<file path="src/rtl/pla_pkg.sv">
package pla_pkg;

    typedef enum logic [1:0] {
        LIT_OFF  = 2'b00,
        LIT_NEG  = 2'b01,
        LIT_POS  = 2'b10,
        LIT_VOID = 2'b11
    } lit_sel_e;

    function automatic logic lit_pass(lit_sel_e sel, logic x);
        case (sel)
            LIT_OFF: return 1'b1;
            LIT_NEG: return ~x;
            LIT_POS: return x;
            default: return 1'b0;
        endcase
    endfunction

    function automatic int unsigned idx_width(int unsigned n);
        return (n > 1) ? $clog2(n) : 1;
    endfunction

endpackage

</file>
<file path="src/rtl/pla_plane_store.sv">
module pla_plane_store #(
    parameter int N_IN   = 3,
    parameter int N_TERM = 4,
    parameter int N_OUT  = 4,
    parameter int ROW_W  = 2
) (
    input  logic                              clk,
    input  logic                              rst,
    input  logic                              we,
    input  logic [ROW_W-1:0]                  row,
    input  logic [2*N_IN-1:0]                 lits,
    input  logic [N_OUT-1:0]                  outs,
    output logic [N_TERM-1:0][2*N_IN-1:0]     and_cfg,
    output logic [N_TERM-1:0][N_OUT-1:0]      or_cfg
);

    for (genvar t = 0; t < N_TERM; t++) begin : g_row
        logic hit;
        assign hit = we && (row == ROW_W'(t));

        always_ff @(posedge clk) begin
            if (rst) begin
                and_cfg[t] <= '0;
                or_cfg[t]  <= '0;
            end else if (hit) begin
                and_cfg[t] <= lits;
                or_cfg[t]  <= outs;
            end
        end

        // addressed row takes the written data
        assert_row_load_R7: assert property (@(posedge clk) disable iff (rst)
            (!$past(rst) && $past(we) && $past(row) == ROW_W'(t))
            |-> (and_cfg[t] == $past(lits) && or_cfg[t] == $past(outs)));

        // any other row is left alone
        assert_row_hold_R7: assert property (@(posedge clk) disable iff (rst)
            (!$past(rst) && !($past(we) && $past(row) == ROW_W'(t)))
            |-> ($stable(and_cfg[t]) && $stable(or_cfg[t])));
    end

endmodule

</file>
<file path="src/rtl/pla_and_plane.sv">
module pla_and_plane #(
    parameter int N_IN   = 3,
    parameter int N_TERM = 4
) (
    input  logic                          clk,
    input  logic                          rst,
    input  logic [N_TERM-1:0][2*N_IN-1:0] and_cfg,
    input  logic [N_IN-1:0]               din,
    output logic [N_TERM-1:0]             term
);
    import pla_pkg::*;

    function automatic logic row_has_void(logic [2*N_IN-1:0] r);
        logic v;
        v = 1'b0;
        for (int i = 0; i < N_IN; i++) v |= (r[2*i+:2] == 2'b11);
        return v;
    endfunction

    for (genvar t = 0; t < N_TERM; t++) begin : g_term
        always_comb begin
            term[t] = 1'b1;
            for (int i = 0; i < N_IN; i++)
                term[t] &= lit_pass(lit_sel_e'(and_cfg[t][2*i+:2]), din[i]);
        end

        assert_empty_term_one_R3: assert property (@(posedge clk) disable iff (rst)
            (and_cfg[t] == '0) |-> term[t]);

        assert_void_term_zero_R2: assert property (@(posedge clk) disable iff (rst)
            row_has_void(and_cfg[t]) |-> !term[t]);
    end

endmodule

</file>
<file path="src/rtl/pla_or_plane.sv">
module pla_or_plane #(
    parameter int N_TERM = 4,
    parameter int N_OUT  = 4
) (
    input  logic                         clk,
    input  logic                         rst,
    input  logic [N_TERM-1:0][N_OUT-1:0] or_cfg,
    input  logic [N_TERM-1:0]            term,
    output logic [N_OUT-1:0]             dout
);

    for (genvar o = 0; o < N_OUT; o++) begin : g_out
        logic [N_TERM-1:0] col;
        always_comb begin
            for (int t = 0; t < N_TERM; t++) col[t] = or_cfg[t][o];
        end

        always_comb begin
            dout[o] = 1'b0;
            for (int t = 0; t < N_TERM; t++) dout[o] |= col[t] & term[t];
        end

        assert_empty_out_zero_R6: assert property (@(posedge clk) disable iff (rst)
            (col == '0) |-> !dout[o]);

        assert_out_needs_term_R4: assert property (@(posedge clk) disable iff (rst)
            dout[o] |-> ((col & term) != '0));
    end

endmodule

</file>
<file path="src/rtl/pla_array.sv">
module pla_array #(
    parameter int N_IN   = 3,
    parameter int N_TERM = 4,
    parameter int N_OUT  = 4,
    localparam int ROW_W = pla_pkg::idx_width(N_TERM),
    localparam int LIT_W = 2 * N_IN
) (
    input  logic             clk,
    input  logic             rst,
    input  logic             prog_we,
    input  logic [ROW_W-1:0] prog_term,
    input  logic [LIT_W-1:0] prog_lits,
    input  logic [N_OUT-1:0] prog_outs,
    input  logic [N_IN-1:0]  din,
    output logic [N_OUT-1:0] dout
);

    logic [N_TERM-1:0][LIT_W-1:0] and_cfg;
    logic [N_TERM-1:0][N_OUT-1:0] or_cfg;
    logic [N_TERM-1:0]            term;

    pla_plane_store #(
        .N_IN(N_IN), .N_TERM(N_TERM), .N_OUT(N_OUT), .ROW_W(ROW_W)
    ) u_store (
        .clk(clk), .rst(rst), .we(prog_we), .row(prog_term),
        .lits(prog_lits), .outs(prog_outs),
        .and_cfg(and_cfg), .or_cfg(or_cfg)
    );

    pla_and_plane #(.N_IN(N_IN), .N_TERM(N_TERM)) u_and (
        .clk(clk), .rst(rst), .and_cfg(and_cfg), .din(din), .term(term)
    );

    pla_or_plane #(.N_TERM(N_TERM), .N_OUT(N_OUT)) u_or (
        .clk(clk), .rst(rst), .or_cfg(or_cfg), .term(term), .dout(dout)
    );

endmodule

</file>
<file path="config.mk">
export PLATFORM = sky130hd
export DESIGN_NAME = pla_array
export DESIGN_NICKNAME = d
export VERILOG_FILES = /design/src/rtl/pla_pkg.sv /design/src/rtl/pla_plane_store.sv /design/src/rtl/pla_and_plane.sv /design/src/rtl/pla_or_plane.sv /design/src/rtl/pla_array.sv
export SDC_FILE = /design/constraint.sdc
export NUM_CORES = 1
export LEC_CHECK = 0
export ABC_AREA = 1
export BUFFER_PORTS_ARGS = -buffer_cell sky130_fd_sc_hd__buf_2
export CAP_MARGIN = 20
export CORE_MARGIN = 3
export CORE_UTILIZATION = 60
export DETAILED_ROUTE_END_ITERATION = 10
export PLACE_DENSITY_LB_ADDON = 0.15
export SLEW_MARGIN = 40
export SYNTH_ARGS = -nofsm -noshare
export SYNTH_HDL_FRONTEND = slang
export SYNTH_HIERARCHICAL = 1
export SYNTH_SLANG_ARGS = --single-unit
</file>
<file path="constraint.sdc">
create_clock -name clk -period 2.5 [get_ports clk]
set_clock_uncertainty 0.1 [all_clocks]
set_input_delay 0.375 -clock clk [delete_from_list [all_inputs] [get_ports clk]]
set_output_delay 0.375 -clock clk [all_outputs]
set_load 0.01 [all_outputs]
</file>
==> flow_summary_export.csv <==
group,metric,value,unit
clock_tree,ctsResizeCount,0,
clock_tree,cts.htree.levels,2,
global_routing,grt_max_degree,41,
global_routing,antenna_found_initial,0,
final_layout,syn_to_final_growth,9.23,%
final_layout,n_antenna_cell,0,
clock_tree,post-cts-setup-buffer-count,0,
synth,yosysSeqAreaShare,0.391,
synth,yosysWarnings,6,
sta,rsz0062_at_grt,"no",
die,ios,22,
synth,syn_area,0.00205,mm2
worst_setup_path,cp_slowest_cell,"dfxtp_1",
placement,io_buffers,21,
drt,dr.pass1.iters,4,
worst_hold_path,worstHoldPathCells,3,
pwr,power_switching_share,0.281,
sta,fin_crit,1980,ps
final_layout,final_core_util,0.709,
pwr,power_switching,0.343,mW
worst_setup_path,cpPeakStageDelay,330,ps
clock_tree,clock_latency,330,ps
pwr,p_total,1.22,mW
worst_hold_path,hp-class,"in -> reg",
worst_setup_path,crit_fanout,4,
worst_setup_path,required,2030,ps
worst_setup_path,path_depth,10,
sta,fin_tns_setup,0,ps
synth,synth_top_area_cell,"dfxtp_1",
drt,drc_errors,0,
global_routing,track_usage,0.232,
drt,via_count,1957,
worst_setup_path,worst_path_dominant_cell_family,"simple AND/OR/NAND/NOR gates",
sta,fmax,506,MHz
placement,dp_hpwl,2.98,mm
final_layout,final_nets,396,
synth,synth_top_area_frac,0.391,
pwr,max-vdd-ir-drop,0.383,mV
drt,vias_per_cell,4.63,
global_routing,grt_pass1_wl,7.51,mm
placement,place_ws,705,ps
die,core-area,0.00315,mm2
worst_setup_path,cpMostUsedCell,"nand2_1",
drt,wire_per_inst,10.2,um
placement,gp_congestion,0.824,
pwr,p_per_area,547,mW/mm2
sta,worst_slack,525,ps
die,die_x,64.4,um
clock_tree,clock_sinks,40,
synth,yosys_register_bits,40,
sta,relSlewSlack,0.731,
drt,drt-total-wl,4.32,mm
pwr,leakage,1.29,nW
sta,hold_violations,0,
final_layout,nFillCells,324,
synth,ys_top_cells_by_area,"dfxtp_1, nand2_1, nor2_1, inv_1, nand3_1",
worst_setup_path,rr_worst_depth,4,
status,status,"finished clean",
global_routing,grt-ovfl-total,0,
die,num_rows,20,
worst_setup_path,cp.buffers_inverters,3,
clock_tree,cts_buffers,5,
worst_setup_path,setup.worst_path.end_class,"primary output",
clock_tree,ctsHoldBuffers,0,
clock_tree,root_buffer,"clkbuf_4",
synth,syn_inst,359,
synth,ys_types,11,
synth,netlist_top_cells_count,"nand2_1, nor2_1, inv_1",
sta,period_share,0.790,
die,die_area,0.00415,mm2
pwr,p_clk_frac,0.275,
clock_tree,clk_pin_slew_worst_paths,110,ps
pwr,combinationalPowerShare,0.162,
drt,ant_nets,0,
pwr,power_frac_seq,0.563,
sta,tightest_slew,404,ps
synth,synthArstFlopShare,0,
worst_setup_path,criticalPathCategory,"reg -> out",
die,die_y,64.4,um
drt,drtIter0Drc,178,
worst_setup_path,arrival,1500,ps
die,start_util,0.649,
synth,synth_nets,377,
synth,synthFlopType,"dfxtp_1",
synth,yosysMostFrequentCell,"nand2_1",
worst_setup_path,start_kind,"flop",
final_layout,multi_input_area,905,um2
final_layout,drive_gt1_frac,0.0897,
clock_tree,tritoncts,"built",
sta,setup_viol,0,
clock_tree,clockBufferDepth,2,
synth,synth-edff-count,0,
worst_setup_path,crit_chain,"inv_1 -> nand2_1 -> nand2_1 -> nand2_1 -> nor2_1 -> nand2_1 -> nand2_1 -> inv_1 -> nand2_1 -> buf_2",
job,cap_violations,0,
sta,final_max_slew_viol_count,0,
final_layout,seq_area,801,um2
synth,avgSynthCellArea,5.70,um2
pwr,p_int,0.880,mW
global_routing,grt_pass1_vias,1705,
-- flip-flops by register name, indices dropped and copies added, names as in the netlist --
signal	count
u_store/and_cfg	24
u_store/or_cfg	16
-- power groups by stage --
stage	registers [mW]	clock network, mW	logic (mW)
6_report	0.688	0.337	0.198
5_1_grt	0.692	0.371	0.232
4_1_cts	0.688	0.350	0.198
3_5_place_dp	0.702	0	0.196
3_3_place_gp	0.701	0	0.193
2_1_floorplan	0.697	0	0.138
-- cell type report --
cell class / instances / area share
Tap cell: 44 / 0.0246
Multi-Input combinational cell: 232 / 0.405
Clock buffer: 8 / 0.0263
Inverter: 73 / 0.123
Timing Repair Buffer: 26 / 0.0638
Sequential cell: 40 / 0.358
-- tightest hold or removal path: cells and delay by family --
| kind | cells | cell delay, ps |
|---|---|---|
| AND/OR/NAND/NOR | 2 | 130 |
| buffers and inverters | 1 | 120 |
-- per-layer routing --
metal / wire length [um] / GRT usage / vias up
met5: 0 / 0 / -
met3: 235 / 0.0416 / 5
met2: 1880 / 0.360 / 40
met4: 38 / 0.0871 / 0
met1: 2170 / 0.323 / 853
li1: - / - / 1059
-- kinds of logic after synthesis --
group,Yosys count,share of synthesized area
buffers and inverters,87,0.167
and+or+nand+nor,218,0.408
AOI/OAI and AO/OA,14,0.0342
DFF,40,0.391
-- through the flow --
| stage | std cells | area [um2] | hold slack [ps] |
|---|---|---|---|
| after detailed placement | 415 | 2180 | 370 |
| after global routing | 423 | 2240 | 208 |
| after floorplan | 359 | 2050 | 352 |
| after global placement | 415 | 2180 | 359 |
| final | 423 | 2240 | 218 |
| after CTS | 423 | 2240 | 199 |
-- cells in the final DEF, fill, tap and decap left out, types with 4 or more instances in the layout --
master and count:
a21oi_1 10, buf_2 21, buf_4 5, clkbuf_4 5
dfxtp_1 40, inv_1 71, nand2_1 130, nand3_1 13
nor2_1 75, o21ai_0 4
-- path summary, 6_finish.rpt --
path / slack, ps / start / to
worst max-delay path: 520 / u_store/and_cfg[4] / dout[0]
worst min-delay path: 220 / prog_lits[5] / u_store/and_cfg[17]
worst max register to register: 1730 / u_store/or_cfg[14] / u_store/or_cfg[14]
worst min register to register: 390 / u_store/and_cfg[3] / u_store/and_cfg[3]
Note: power is estimated with default switching activity, not from simulation.
